File: config.mk
export PLATFORM = sky130hd
export DESIGN_NAME = coh_home_dir
export DESIGN_NICKNAME = d
export VERILOG_FILES = /design/src/rtl/coh_dir_pkg.sv /design/src/rtl/coh_dir_ctrl.sv /design/src/rtl/coh_dir_data.sv /design/src/rtl/coh_home_dir.sv
export SDC_FILE = /design/constraint.sdc
export NUM_CORES = 1
export LEC_CHECK = 0
export BUFFER_PORTS_ARGS = -buffer_cell sky130_fd_sc_hd__buf_2
export CORE_ASPECT_RATIO = 1.5
export CORE_MARGIN = 3
export CORE_UTILIZATION = 60
export DETAILED_ROUTE_END_ITERATION = 7
export PLACE_DENSITY = 0.78
export SLEW_MARGIN = 30
export SYNTH_ARGS = -nofsm -noshare
export SYNTH_HDL_FRONTEND = slang
export SYNTH_HIERARCHICAL = 1
export SYNTH_SLANG_ARGS = --single-unit
export TNS_END_PERCENT = 30
File: constraint.sdc
create_clock -name clk -period 4.5 [get_ports clk]
set_input_delay 0.675 -clock clk [delete_from_list [all_inputs] [get_ports clk]]
set_output_delay 0.675 -clock clk [all_outputs]
set_load 0.01 [all_outputs]
File: src/rtl/coh_dir_pkg.sv
package coh_dir_pkg;

  typedef enum logic {
    ST_IDLE,
    ST_RUN
  } dirState_t;

  // strobes from control to datapath
  typedef struct packed {
    logic capture;   // latch request and build target set
    logic sendOne;   // issue message to lowest pending target
    logic commit;    // update entry and grant
  } dirStrobe_t;

endpackage

File: src/rtl/coh_dir_ctrl.sv
module coh_dir_ctrl
  import coh_dir_pkg::*;
(
  input  logic       clk,
  input  logic       rst_n,
  input  logic       reqValid,
  input  logic       pendSend,
  input  logic       pendAck,
  output logic       reqReady,
  output dirStrobe_t strb
);

  dirState_t state, stateNext;

  always_ff @(posedge clk or negedge rst_n) begin
    if (!rst_n) state <= ST_IDLE;
    else        state <= stateNext;
  end

  always_comb begin
    strb      = '0;
    stateNext = state;
    reqReady  = (state == ST_IDLE);
    if (state == ST_IDLE) begin
      strb.capture = reqValid;
      if (reqValid) stateNext = ST_RUN;
    end else if (pendSend) begin
      strb.sendOne = 1'b1;
    end else if (!pendAck) begin
      strb.commit = 1'b1;
      stateNext   = ST_IDLE;
    end
  end


  hold_back_chk: assert property (@(posedge clk) disable iff (!rst_n)
    (reqValid && reqReady) |=> !reqReady);


  reopen_chk: assert property (@(posedge clk) disable iff (!rst_n)
    strb.commit |=> reqReady);


  grant_after_acks_chk: assert property (@(posedge clk) disable iff (!rst_n)
    strb.commit |-> (!pendAck && !pendSend));

endmodule

File: src/rtl/coh_dir_data.sv
module coh_dir_data
  import coh_dir_pkg::*;
#(
  parameter int NUM_PROC  = 4,
  parameter int NUM_LINES = 8,
  localparam int PW = $clog2(NUM_PROC),
  localparam int LW = $clog2(NUM_LINES)
) (
  input  logic          clk,
  input  logic          rst_n,
  input  dirStrobe_t    strb,
  input  logic [PW-1:0] reqProc,
  input  logic [LW-1:0] reqLine,
  input  logic          reqWrite,
  input  logic          ackValid,
  input  logic [PW-1:0] ackProc,
  output logic          pendSend,
  output logic          pendAck,
  output logic [PW-1:0] invTarget,
  output logic          invRecall,
  output logic [PW-1:0] curProc,
  output logic [LW-1:0] curLine,
  output logic          curWrite
);

  typedef logic [NUM_PROC-1:0] procMask_t;

  // directory storage, one entry per line
  logic [NUM_LINES-1:0][NUM_PROC-1:0] presAll;
  logic [NUM_LINES-1:0]               dirtyAll;
  logic [NUM_LINES-1:0][PW-1:0]       ownerAll;

  procMask_t sendMask, ackPend;
  procMask_t curBit, lowBit, ackBit, reqBit, initMask;
  procMask_t selPres;
  logic      selDirty, initRecall;
  logic [PW-1:0] selOwner;

  function automatic logic [PW-1:0] lowIdx(input procMask_t m);
    logic [PW-1:0] idx;
    idx = '0;
    for (int i = NUM_PROC - 1; i >= 0; i--)
      if (m[i]) idx = PW'(i);
    return idx;
  endfunction

  assign selPres  = presAll[reqLine];
  assign selDirty = dirtyAll[reqLine];
  assign selOwner = ownerAll[reqLine];
  assign reqBit   = procMask_t'(1) << reqProc;
  assign curBit   = procMask_t'(1) << curProc;
  assign ackBit   = ackValid ? (procMask_t'(1) << ackProc) : '0;

  assign invTarget = lowIdx(sendMask);
  assign lowBit    = procMask_t'(1) << invTarget;
  assign pendSend  = |sendMask;
  assign pendAck   = |ackPend;

  // target set for the request being accepted
  always_comb begin
    initMask   = '0;
    initRecall = 1'b0;
    if (reqWrite) begin
      initMask = selPres & ~reqBit;
    end else if (selDirty && (selOwner != reqProc)) begin
      initMask   = procMask_t'(1) << selOwner;
      initRecall = 1'b1;
    end
  end

  always_ff @(posedge clk or negedge rst_n) begin
    if (!rst_n) begin
      curProc   <= '0;
      curLine   <= '0;
      curWrite  <= 1'b0;
      invRecall <= 1'b0;
      sendMask  <= '0;
      ackPend   <= '0;
    end else if (strb.capture) begin
      curProc   <= reqProc;
      curLine   <= reqLine;
      curWrite  <= reqWrite;
      invRecall <= initRecall;
      sendMask  <= initMask;
      ackPend   <= '0;
    end else begin
      if (strb.sendOne) sendMask <= sendMask & ~lowBit;
      ackPend <= (ackPend | (strb.sendOne ? lowBit : '0)) & ~ackBit;
    end
  end

  for (genvar g = 0; g < NUM_LINES; g++) begin : gLine
    always_ff @(posedge clk or negedge rst_n) begin
      if (!rst_n) begin
        presAll[g]  <= '0;
        dirtyAll[g] <= 1'b0;
        ownerAll[g] <= '0;
      end else if (strb.commit && (curLine == LW'(g))) begin
        if (curWrite) begin
          presAll[g]  <= curBit;
          dirtyAll[g] <= 1'b1;
          ownerAll[g] <= curProc;
        end else begin
          presAll[g] <= presAll[g] | curBit;
          if (invRecall) dirtyAll[g] <= 1'b0;
        end
      end
    end
  end


  ack_awaited_chk: assert property (@(posedge clk) disable iff (!rst_n)
    ackValid |-> (ackPend[ackProc] || (strb.sendOne && invTarget == ackProc)));


  no_self_inv_chk: assert property (@(posedge clk) disable iff (!rst_n)
    strb.sendOne |-> (invTarget != curProc));


  sole_owner_chk: assert property (@(posedge clk) disable iff (!rst_n)
    (strb.commit && curWrite) |=> (presAll[curLine] == curBit && dirtyAll[curLine]));


  recall_clean_chk: assert property (@(posedge clk) disable iff (!rst_n)
    (strb.commit && !curWrite && invRecall) |=> (!dirtyAll[curLine] && $countones(presAll[curLine]) == 2));

endmodule

File: src/rtl/coh_home_dir.sv
module coh_home_dir
  import coh_dir_pkg::*;
#(
  parameter int NUM_PROC  = 4,
  parameter int NUM_LINES = 8,
  localparam int PW = $clog2(NUM_PROC),
  localparam int LW = $clog2(NUM_LINES)
) (
  input  logic          clk,
  input  logic          rst_n,
  input  logic          reqValid,
  output logic          reqReady,
  input  logic [PW-1:0] reqProc,
  input  logic [LW-1:0] reqLine,
  input  logic          reqWrite,
  output logic          invValid,
  output logic [PW-1:0] invTarget,
  output logic [LW-1:0] invLine,
  output logic          invRecall,
  input  logic          ackValid,
  input  logic [PW-1:0] ackProc,
  output logic          grantValid,
  output logic [PW-1:0] grantProc,
  output logic [LW-1:0] grantLine,
  output logic          grantWrite
);

  dirStrobe_t strb;
  logic pendSend, pendAck;
  logic [PW-1:0] curProc;
  logic [LW-1:0] curLine;
  logic curWrite;

  coh_dir_ctrl uCtrl (
    .clk(clk), .rst_n(rst_n), .reqValid(reqValid),
    .pendSend(pendSend), .pendAck(pendAck),
    .reqReady(reqReady), .strb(strb)
  );

  coh_dir_data #(.NUM_PROC(NUM_PROC), .NUM_LINES(NUM_LINES)) uData (
    .clk(clk), .rst_n(rst_n), .strb(strb),
    .reqProc(reqProc), .reqLine(reqLine), .reqWrite(reqWrite),
    .ackValid(ackValid), .ackProc(ackProc),
    .pendSend(pendSend), .pendAck(pendAck),
    .invTarget(invTarget), .invRecall(invRecall),
    .curProc(curProc), .curLine(curLine), .curWrite(curWrite)
  );

  assign invValid   = strb.sendOne;
  assign invLine    = curLine;
  assign grantValid = strb.commit;
  assign grantProc  = curProc;
  assign grantLine  = curLine;
  assign grantWrite = curWrite;

endmodule

=== Word level (Yosys, flattened, before mapping) ===
Index checks and enable logic that the tools add are counted.

* Register bits after elaboration: 72
* Input bits: 12
* Output and inout port bits: 15
* Word-level logic and storage cells: 129

* Magnitude comparators: 1
* Equal/unequal tests: 8
* Shift-type cells: 5
* Mux-type cells: 38
* Bitwise logic cells: 16
* Reduce and logical (&&, ||, !) cells: 30

{| class="wikitable"
|+ Operators by type and width
! operator !! number
|-
| $mux 4 || 16
|-
| $or 4x4->4 || 9
|-
| $reduce_and 2->1 || 16
|-
| $shl 1x2->4 const A || 5
|-
| $mux 1 || 13
|-
| $and 4x4->4 || 3
|-
| $bmux 4 s3 || 1
|-
| $eq 3x3->1 const B || 4
|-
| $mux 2 || 6
|-
| $not 4->4 || 3
|-
| $logic_and 1x1->1 || 9
|-
| $reduce_or 4->1 || 2
|-
| $bmux 2 s3 || 1
|-
| $eq 3x2->1 const B || 2
|-
| $lt 3x4->1 const B || 1
|-
| $reduce_bool 2->1 || 2
|-
| $bmux 1 s3 || 1
|-
| $eq 3x1->1 const B || 1
|-
| $logic_not 3->1 || 1
|-
| $ne 2x2->1 || 1
|-
| $not 1->1 || 1
|}

=== Logic depth before layout (Yosys ltp) ===
Gate-level depths: netlist of run 1.

* Depth in word-level cells: 9
* Gate-level depth with buffers: 7
* Mapped depth without buffers: 7

=== By module ===
Netlist of run 1, hierarchy kept.

{| class="wikitable"
|+ Modules (own cells, without submodules)
! module !! instances !! cells an instance !! area each (sq um)
|-
| coh_dir_data || 1 || 267 || 3345.7
|-
| coh_dir_ctrl || 1 || 7 || 71.3
|-
| coh_home_dir || 1 || 3 || 22.5
|}

=== Worst setup path before layout of run 1 ===
Ideal clock, no wire load.

* Path kind: reg2reg
* Start point: reg uData.sendMask[2]
* End point: reg uData/ownerAll[4] (netlist bit)
* Arrival time: 2.324 ns
* Path slack: 2.052 ns
* Cell stages (with the launch flop): 7
* Buffers on the path: 0
* Clock period less this slack: 2.448 ns
* Cells stage by stage: dfrtp_1 -> or4_1 -> nor3b_4 -> nand2_1 -> nor3_1 -> nand2_1 -> mux2_2

* Longest elaborated chain between the ends: 5

{| class="wikitable"
|+ RTL lines
! element !! line !! source
|-
| from (decl) || coh_dir_data.sv:33 || <nowiki>procMask_t sendMask, ackPend;</nowiki>
|-
| from (signal assigned) || coh_dir_data.sv:84 || <nowiki>sendMask <= initMask;</nowiki>
|-
| from (signal assigned) || coh_dir_data.sv:87 || <nowiki>if (strb.sendOne) sendMask <= sendMask & ~lowBit;</nowiki>
|-
| $reduce_or 4->1 || coh_dir_data.sv:56 || <nowiki>assign pendSend = |sendMask;</nowiki>
|-
| named net pendSend || coh_home_dir.sv:29 || <nowiki>logic pendSend, pendAck;</nowiki>
|-
| $mux 1 || coh_dir_ctrl.sv:27 || <nowiki>end else if (pendSend) begin</nowiki>
|-
| $mux 2 || coh_dir_ctrl.sv:24 || <nowiki>if (state == ST_IDLE) begin</nowiki>
|-
| named net grantValid || coh_home_dir.sv:22 || <nowiki>output logic grantValid,</nowiki>
|-
| $logic_and 1x1->1 || coh_dir_data.sv:98 || <nowiki>end else if (strb.commit && (curLine == LW'(g))) begin</nowiki>
|-
| $reduce_and 2->1 (no source line) || n/a ||
|-
| to (signal, indexed assignment) || coh_dir_data.sv:102 || <nowiki>ownerAll[g] <= curProc;</nowiki>
|-
| to (decl) || coh_dir_data.sv:31 || <nowiki>logic [NUM_LINES-1:0][PW-1:0] ownerAll;</nowiki>
|}

The timed path passes the listed nets, and every way through them passes these cells.
A chain may end at the register's enable or synchronous reset.

=== Worst setup path after layout of run 1 ===
* Start point: reg uData.sendMask[2]
* End point: reg uData/ownerAll[4] (netlist bit)

* Longest elaborated chain between the ends: 5

{| class="wikitable"
|+ RTL lines
! element !! line
|-
| $reduce_or 4->1 || coh_dir_data.sv:56
|-
| named net pendSend || coh_home_dir.sv:29
|-
| $mux 1 || coh_dir_ctrl.sv:27
|-
| $mux 2 || coh_dir_ctrl.sv:24
|-
| $logic_and 1x1->1 || coh_dir_data.sv:98
|-
| $reduce_and 2->1 (no source line) || n/a
|}

The timed path passes the listed nets, and every way through them passes these cells.

==> qor.txt, run 1 <==
Synthesis Warnings: 6
Final setup margin: 1606 ps
Reg2reg end: uData/ownerAll[4]
Hold/Removal Path Class: in2async
Total Neg Setup Slack: 0 ps
Maximum VDD drop: 0.3902 mV
Clock latency on the worst-skew pair: 350 ps
Worst reg2reg path startpoint: uData/sendMask[2]
LEAKAGE: 1.764 nW
Max-Cap Viols: 0
Chip Width: 67.82 um
Post-synth top area cell: dfrtp_1
# rows: 33
Mapped cell area: 3440 um2
Total power: 2.647 mW
Gr usage total: 25.67%
Post-synth top area share: 52.38%
R2R Setup Slk: 1610 ps
Worst setup SP type: flip-flop
Placed cells: 355
Critical Setup Path Class: reg2reg
Avg Vias per Cell: 6.462
Overflow after GRT: 0
Pre-CTS WS: 1607 ps
Area Growth Syn to Fin: 9.240%
Worst slew margin: 41.15%
Clock sinks: 72
CP Capture Type: flip-flop
Full die area: 6696 um2
Setup Skew: 5.881 ps
Longest Clk Path Bufs: 2
Min Hold Slack: 436.0 ps
Port Buffer Count: 26
Remaining DRCs: 0
Area after DPL: 3562 um2
Drt first-iter violations: 178
Final hold viol count: 0
Detailed-route wire length: 7965 um
RSZ-0062 raised after global routing: no
Count leader, synth: dfrtp_1
Post-Syn Nets: 289
Minimum clock period: 2894 ps
Root buffer cell: clkbuf_8
Vias in the first global route: 2404
Total setup buffers inserted after CTS: 0
Initial Util: 62.63%
PwrDens: 704.5 nW/um2
Final Slew Violations: 0
Detailed Place HPWL: 5580 um
Commonest cells in the netlist: dfrtp_1, nand2_1, a22o_1
Synth Area per Inst: 12.42 um2
H-tree Lvls: 3
Tcrit/Tclk final: 64.31%
Fin area: 3757 um2
Die Ht: 98.73 um
Seq/Total Area, Yosys: 52.38%
Initial antenna violation count: 0
RePlAce Congestion: 0.8508
Status: completed
Cts hold-fix bufs: 0
Worst EP arrival: 3140 ps
F_max: 345.6 MHz
Number of enable flip-flop cells after synthesis: 0
Critical path required time: 4740 ps
First-pass GRT wire length: 12170 um
Final nets: 308
Yosys reg bits: 72
TritonCTS clock tree: done
R2r worst-path depth: 6
Total number of vias: 2391
Diodes inserted: 0
TritonRoute pass-1 iters: 5
Final Util: 68.42%
Pin count of the biggest net entering global routing: 42
CTS resizes: 0
Share of cells above drive strength 1: 27.00%
Ranking of synthesized cells by area: dfrtp_1, mux2_2, a22o_1
Most common flop cell mapped by yosys: dfrtp_1
Crit-path max FO: 7
Fin cells: 370
Mapped Cells: 277
Core area: 5492 um2
DRT antenna net count: 0
Final Setup Violations: 0
Wirelength per Cell: 21.53 um
Ys async rst share: 100.0%
Reg clk slew, reported paths: 80 ps
Distinct cells, synth: 39
Least-Margin Pin Slew: 882.7 ps
Clock buffer count from CTS: 9
# IOs: 27
logic make-up (layout without fill, tap and decap cells):
group | count (synthesis) | in the layout | synth area share (%)
AND/OR/NAND/NOR | 84 | 84 | 12.19
multiplexers | 42 | 42 | 18.88
flip-flops | 72 | 72 | 52.38
XOR/XNOR | 2 | 2 | 0.5094
AO/OA/AOI/OAI | 51 | 51 | 12.30
buffers and inverters | 26 | 49 | 3.747
critical path, cell delays in order, from the launching register on:
cell and delay, ps:
dfrtp_1 430, or4_1 600, nor3b_4 270, nand2_1 140
nor3_1 620, nand2_1 370, mux2_2 350
flip-flops by register name, summed over array words and instances (netlist names):
register and flops:
uData/presAll 32, uData/ownerAll 16, uData/dirtyAll 8, uData/ackPend 4, uData/sendMask 4, uData/curLine 3
uData/curProc 2, uCtrl/state 1, uData/curWrite 1, uData/invRecall 1
layout by cell type (no fill, tap or decap), types with 2 or more instances in the layout:
cell	synthesis	layout
inv_1	7	7
mux2_2	21	21
o21ai_0	2	2
nor2_1	18	18
nand2b_1	5	5
nor2b_1	5	5
mux4_2	9	9
a32o_1	8	8
mux2i_1	6	6
a22o_1	25	25
a21oi_1	6	6
buf_2	4	26
or4_1	2	2
clkinvlp_4	0	3
dfrtp_1	72	72
a311oi_1	2	2
mux4_1	4	4
xor2_1	2	2
nor3b_1	3	3
nor3_1	8	8
clkbuf_8	0	10
mux2i_4	2	2
nand2_1	36	36
where the power goes:
part,switching (mW),internal [mW],leakage [nW],total [mW]
logic,0.459,0.469,0.752,0.928
clock network,0.239,0.267,0.0904,0.505
registers,0.285,0.928,0.922,1.21
total,0.983,1.66,1.76,2.65
metal layers:
metal  global-route usage [%]  routed length (um)  vias up
li1                         -                   -     1055
met2                    45.46                4462      100
met3                    4.561                 399       15
met1                    29.44                2953     1221
met5                        0                   0        -
met4                    11.03                 148        0
cell type report:
class                   instances  area [um2]
fillers                       378        1734
inverters                       7       26.28
flip-flops and latches         72        1802
multi-input cells             179        1509
well taps                      70       87.58
clock buffers                  10       137.6
clock inverters                 5       57.56
repair buffers                 27       137.6
worst max-delay path by stage:
stage                 startpoint                 to  slack, ps  depth (start not counted)
6_report       uData/sendMask[2]  uData/ownerAll[4]       1610                          6
5_1_grt        uData/sendMask[2]  uData/ownerAll[4]       1410                          6
4_1_cts        uData/sendMask[2]  uData/ownerAll[4]       1590                          6
3_5_place_dp   uData/sendMask[2]  uData/ownerAll[4]       1610                          6
3_3_place_gp   uData/sendMask[1]  uData/ownerAll[4]       1640                          6
2_1_floorplan  uData/sendMask[2]  uData/ownerAll[4]       2050                          6
No activity file was read; power rests on OpenSTA's default activity.
==> inputs of run 2 (changes only) <==
- CORE_UTILIZATION: 60 -> 54
- PLACE_DENSITY: 0.78 -> 0.74
- clock period: 4.5 -> 2.57 ns (I/O delays scaled with it)
==> qor.txt, run 2 (same netlist as run 1, synthesis figures left out) <==
Status: completed
TritonRoute pass-1 iters: 4 (-1)
Critical path required time: 2790 ps (-1950 ps)
WP buf/inv: 0 (unchanged)
Initial Util: 55.70% (-6.9 points)
Final Setup Violations: 0 (unchanged)
Worst slew margin: 52.64% (+11 points)
Commonest cells after routing, fill and taps aside: dfrtp_1, nand2_1, buf_2, a22o_1, mux2_2
Commonest non-fill, non-tap cell in the layout: dfrtp_1
Gr usage total: 23.54% (-2.1 points)
Minimum clock period: 2356 ps (-538.2 ps)
Worst setup SP type: flip-flop
TritonCTS clock tree: done
Total number of vias: 2407 (+0.67%)
Wirelength per Cell: 21.04 um (-2.3%)
R2R Setup Slk: 210 ps (-1390 ps)
Total setup buffers inserted after CTS: 0 (unchanged)
Root buffer cell: clkbuf_8
Full die area: 7383 um2 (+10%)
F_max: 424.5 MHz (+23%)
Final Util: 63.02% (-5.4 points)
Overflow after GRT: 0 (unchanged)
Least-Margin Pin Slew: 707.7 ps (-175.0 ps)
CP peak stage delay: 610 ps (about the same)
Reg clk slew, reported paths: 70 ps (about the same)
Slowest stage cell, crit path: or4_1
Largest reg by FF count: uData/presAll
# IOs: 27 (unchanged)
CP Capture Type: flip-flop
Crit-path max FO: 7 (unchanged)
Clock latency on the worst-skew pair: 340 ps (about the same)
Min Hold Slack: 80.79 ps (-355.2 ps)
Final hold viol count: 0 (unchanged)
RePlAce Congestion: 0.8190 (-3.7%)
Cts hold-fix bufs: 0 (unchanged)
DRT antenna net count: 0 (unchanged)
LEAKAGE: 1.860 nW (+5.4%)
Longest Clk Path Bufs: 2 (unchanged)
Total Neg Setup Slack: 0 ps (unchanged)
Port Buffer Count: 26 (unchanged)
Total power: 4.781 mW (+81%)
Final nets: 323 (+4.9%)
Clock sinks: 72 (unchanged)
Drt first-iter violations: 157 (-12%)
Remaining DRCs: 0 (unchanged)
Chip Width: 71.17 um (+4.9%)
Detailed Place HPWL: 5950 um (+6.6%)
Worst EP arrival: 2580 ps (-560 ps)
Placed cells: 374 (+5.4%)
Top flop regs: uData/presAll: 32 flops, uData/ownerAll: 16 flops, uData/dirtyAll: 8 flops
Core area: 6175 um2 (+12%)
Setup Skew: 8.092 ps (+2.211 ps)
PwrDens: 1229 nW/um2 (+74%)
Die Ht: 103.7 um (+5.1%)
Final Slew Violations: 0 (unchanged)
Area Growth Syn to Fin: 13.13%
H-tree Lvls: 3 (unchanged)
# rows: 35 (+6.1%)
CTS resizes: 0 (unchanged)
Diodes inserted: 0 (unchanged)
Initial antenna violation count: 0 (unchanged)
Tcrit/Tclk final: 91.66% (+27 points)
Detailed-route wire length: 8204 um (+3.0%)
Clock buffer count from CTS: 9 (unchanged)
Max reg flops: 32 (unchanged)
First-pass GRT wire length: 13130 um (+7.9%)
Max-Cap Viols: 0 (unchanged)
Hold/Removal Path Class: in2async
Avg Vias per Cell: 6.172 (-4.5%)
CP delay by family, top: simple AND/OR/NAND/NOR gates
RSZ-0062 raised after global routing: no
Vias in the first global route: 2475 (+3.0%)
Share of cells above drive strength 1: 30.06% (+3.1 points)
Fillers: 478 (+26%)
Maximum VDD drop: 0.4482 mV (+15%)
CP cell instances: or4_1 -> nor3b_4 -> nand2b_1 -> nor2_1 -> nand2_1 -> mux2_2
Critical Setup Path Class: reg2reg
Pin count of the biggest net entering global routing: 36 (-14%)
Fin cells: 390 (+5.4%)
run 2: cell count changes in the layout (fill, tap and decap cells not counted), sizes merged:
cell and change:
buf +15, clkbuf +3, clkinvlp -3, clkinv +1
run 2: power by group:
part           internal (mW)  switching, mW  leakage [nW]
clock                  0.499          0.393         0.103
sequential              1.63          0.416         0.922
combinational          0.905          0.939         0.834
run 2: path summary, 6_finish.rpt:
| kind | start | end | depth (start not counted) |
|---|---|---|---|
| max | uData/sendMask[2] | uData/ownerAll[8] | 6 |
| min | rst_n | uData/presAll[18] | 1 |
| max reg2reg | uData/sendMask[2] | uData/ownerAll[8] | 6 |
| min reg2reg | uData/dirtyAll[4] | uData/dirtyAll[4] | 2 |
| max in group asynchronous | rst_n | uData/presAll[8] | 2 |
| min in group clk | ackProc[0] | uData/ackPend[3] | 2 |
run 2: metrics by stage:
step / cell area (um2) / setup WS [ps]
floorplan: 3440 / 121.6
global route: 3891 / 63.19
CTS: 3891 / 241.0
detailed placement: 3692 / 244.4
finish: 3891 / 214.4
global placement: 3692 / 272.7
run 2: layout make-up:
cell class / count / area [um2] / share of cell area [%]
clock buffer: 13 / 158.9 / 4.084
clock inverter: 3 / 40.04 / 1.029
inverter: 7 / 26.28 / 0.6752
multi-input combinational: 179 / 1509 / 38.78
sequential: 72 / 1802 / 46.30
tap: 74 / 92.59 / 2.379
timing repair buffer: 42 / 262.8 / 6.752
run 2: layer usage:
metal | routed length (um) | track usage [%] | up-vias
met1 | 3145 | 28.24 | 1209
li1 | - | - | 1090
met3 | 469 | 5.728 | 18
met4 | 303 | 12.50 | 0
met2 | 4286 | 38.42 | 90
met5 | 0 | 0 | -
==> inputs of run 3 (changes only) <==
- SYNTH_HIERARCHICAL: 1 -> default
==> qor.txt, run 3 <==
Drt first-iter violations: 244 (+55%)
CP Capture Type: flip-flop
Vias in the first global route: 2552 (+3.1%)
Power share of the combinational group: 37.0% (-1.6 points)
Initial antenna violation count: 0 (unchanged)
Commonest cells after routing, fill and taps aside: dfrtp_1, nand2_1, a22o_1, buf_2, buf_4
Reg area: 1802 um2 (unchanged)
First-pass GRT wire length: 13900 um (+5.8%)
Full die area: 7451 um2 (+0.91%)
Port Buffer Count: 26 (unchanged)
Minimum clock period: 2406 ps (+49.98 ps)
Final hold viol count: 0 (unchanged)
Sequential power share: 44.5% (+1.7 points)
Clock network fraction of design power: 18.5% (-0.2 points)
WP buf/inv: 0 (unchanged)
LEAKAGE: 1.902 nW (+2.3%)
CTS resizes: 0 (unchanged)
R2R Setup Slk: 160 ps (-50 ps)
# rows: 35 (unchanged)
Remaining DRCs: 0 (unchanged)
Final nets: 328 (+1.5%)
Reg clk slew, reported paths: 70 ps (about the same)
Sw Ratio: 37.17% (+0.59 points)
F_max: 415.7 MHz (-2.1%)
Pin count of the biggest net entering global routing: 41 (+14%)
Status: completed
Synthesis Warnings: 0 (-6)
Worst setup SP type: flip-flop
Root buffer cell: clkbuf_8
Die Ht: 104.2 um (+0.46%)
Final Slew Violations: 0 (unchanged)
Max reg flops: 32 (unchanged)
TritonCTS clock tree: done
Yosys reg bits: 72 (unchanged)
Pint: 2.888 mW (-4.8%)
Tcrit/Tclk final: 93.60% (+1.9 points)
Chip Width: 71.49 um (+0.45%)
Mapped cell area: 3473 um2 (+0.98%)
PwrDens: 1166 nW/um2 (-5.1%)
Wirelength per Cell: 21.53 um (+2.4%)
Slowest stage cell, crit path: or4_4
Total number of vias: 2544 (+5.7%)
CP cell instances: or4b_4 -> or4_4 -> nor3b_4 -> nand2_4 -> mux2_4
Synth Area per Inst: 12.36 um2 (-0.46%)
CP peak stage delay: 580 ps (-30 ps)
CP delay by family, top: simple AND/OR/NAND/NOR gates
Avg Vias per Cell: 6.441 (+4.4%)
Post-Syn Nets: 293 (+1.4%)
Final Setup Violations: 0 (unchanged)
Overflow after GRT: 0 (unchanged)
Total power: 4.596 mW (-3.9%)
Critical path required time: 2800 ps (about the same)
Ranking of synthesized cells by area: dfrtp_1, mux4_2, a22o_1
Commonest non-fill, non-tap cell in the layout: dfrtp_1
Area Growth Syn to Fin: 13.51%
DRT antenna net count: 0 (unchanged)
TritonRoute pass-1 iters: 4 (unchanged)
Longest Clk Path Bufs: 2 (unchanged)
Ys async rst share: 100.0% (unchanged)
Gr usage total: 24.90% (+1.4 points)
Fillers: 481 (+0.63%)
Net switching power: 1.708 mW (-2.3%)
Distinct cells, synth: 47 (+21%)
Post-synth top area cell: dfrtp_1
Crit-path max FO: 6 (-1)
H-tree Lvls: 3 (unchanged)
Cts hold-fix bufs: 0 (unchanged)
Total Neg Setup Slack: 0 ps (unchanged)
Count leader, synth: dfrtp_1
Largest reg by FF count: uData.presAll
Seq/Total Area, Yosys: 51.87% (-0.51 points)
Total setup buffers inserted after CTS: 0 (unchanged)
Detailed Place HPWL: 6184 um (+3.9%)
Worst EP arrival: 2640 ps (+60 ps)
Core area: 6175 um2 (unchanged)
Clock buffer count from CTS: 9 (unchanged)
Share of cells above drive strength 1: 31.15% (+1.1 points)
Top flop regs: uData.presAll: 32 flops, uData.ownerAll: 16 flops, uData.dirtyAll: 8 flops
Detailed-route wire length: 8505 um (+3.7%)
# IOs: 27 (unchanged)
Hold/Removal Path Class: in2async
RSZ-0062 raised after global routing: no
Initial Util: 56.25% (+0.55 points)
Post-synth top area share: 51.87% (-0.51 points)
Area of the multi-input gates: 1549 um2 (+2.7%)
Setup Skew: 11.69 ps (+3.601 ps)
Diodes inserted: 0 (unchanged)
Mapped Cells: 281 (+1.4%)
Max-Cap Viols: 0 (unchanged)
Commonest cells in the netlist: dfrtp_1, nand2_1, a22o_1
Number of enable flip-flop cells after synthesis: 0 (unchanged)
Clock sinks: 72 (unchanged)
Maximum VDD drop: 0.4288 mV (-4.3%)
Clock latency on the worst-skew pair: 350 ps (about the same)
Most common flop cell mapped by yosys: dfrtp_1
RePlAce Congestion: 0.9078 (+11%)
Critical Setup Path Class: reg2reg
Worst slew margin: 50.78% (-1.9 points)
Least-Margin Pin Slew: 738.3 ps (+30.60 ps)
run 3: cell count changes in the layout (fill, tap and decap cells not counted), sizes merged, moves of 3 or more:
| cell | change |
|---|---|
| nand2b | -4 |
| mux2 | -5 |
| a22o | +7 |
| nor2 | -7 |
| o21ai | +3 |
| buf | +5 |
run 3: final timing paths:
| check | endpoint | start | cells after the start |
|---|---|---|---|
| setup / recovery | uData.ownerAll[13] | uData.sendMask[1] | 5 |
| hold / removal | uData.dirtyAll[0] | rst_n | 1 |
| setup reg to reg | uData.ownerAll[13] | uData.sendMask[1] | 5 |
| hold reg to reg | uData.presAll[8] | uData.presAll[8] | 1 |
| max in group asynchronous | uData.presAll[25] | rst_n | 2 |
| min in group clk | uData.ackPend[2] | ackValid | 2 |
run 3: final cells by class:
class,instances,area share [%]
well taps,74,2.348
clock buffers,12,3.427
clock inverters,4,1.142
flip-flops and latches,72,45.70
inverters,5,0.4760
repair buffers,47,7.617
multi-input cells,181,39.29
run 3: metal layers:
layer	vias to the layer above	share of wire, %	wire [um]	global-route usage [%]
met1	1298	39	3350	32.01
met4	0	4.0	341	13.98
met3	22	5.3	451	3.288
met2	102	51	4362	40.00
li1	1122	-	-	-
met5	-	0	0	0
run 3: logic make-up (layout without fill, tap and decap cells):
family | Yosys count | in the layout | synth area share (%)
AND/OR/NAND/NOR | 79 | 79 | 13.08
flip-flops | 72 | 72 | 51.87
AO/OA/AOI/OAI | 63 | 63 | 14.66
multiplexers | 37 | 37 | 16.35
buffers and inverters | 28 | 68 | 3.530
XOR/XNOR | 2 | 2 | 0.5044
run 3: metrics by stage:
stage | area [um2] | setup slack, ps | hold slack (ps) | utilization (%) | instances
floorplan | 3473 | 152.8 | 89.91 | - | 281
global placement | 3762 | 253.4 | 468.6 | 60.93 | 379
detailed placement | 3762 | 183.5 | 481.2 | 60.93 | 379
CTS | 3943 | 174.3 | 111.8 | 63.85 | 395
global route | 3943 | 94.66 | 155.9 | 63.85 | 395
finish | 3943 | 164.4 | 90.62 | 63.85 | 395
run 3: power by group through the flow:
stage                     registers, mW  logic (mW)  clock network, mW
after global routing               2.09        1.85              0.910
after detailed placement           2.05        1.69                  0
after global placement             2.03        1.66                  0
final                              2.04        1.70              0.851
after CTS                          2.03        1.70              0.857
after floorplan                    1.81        1.30                  0
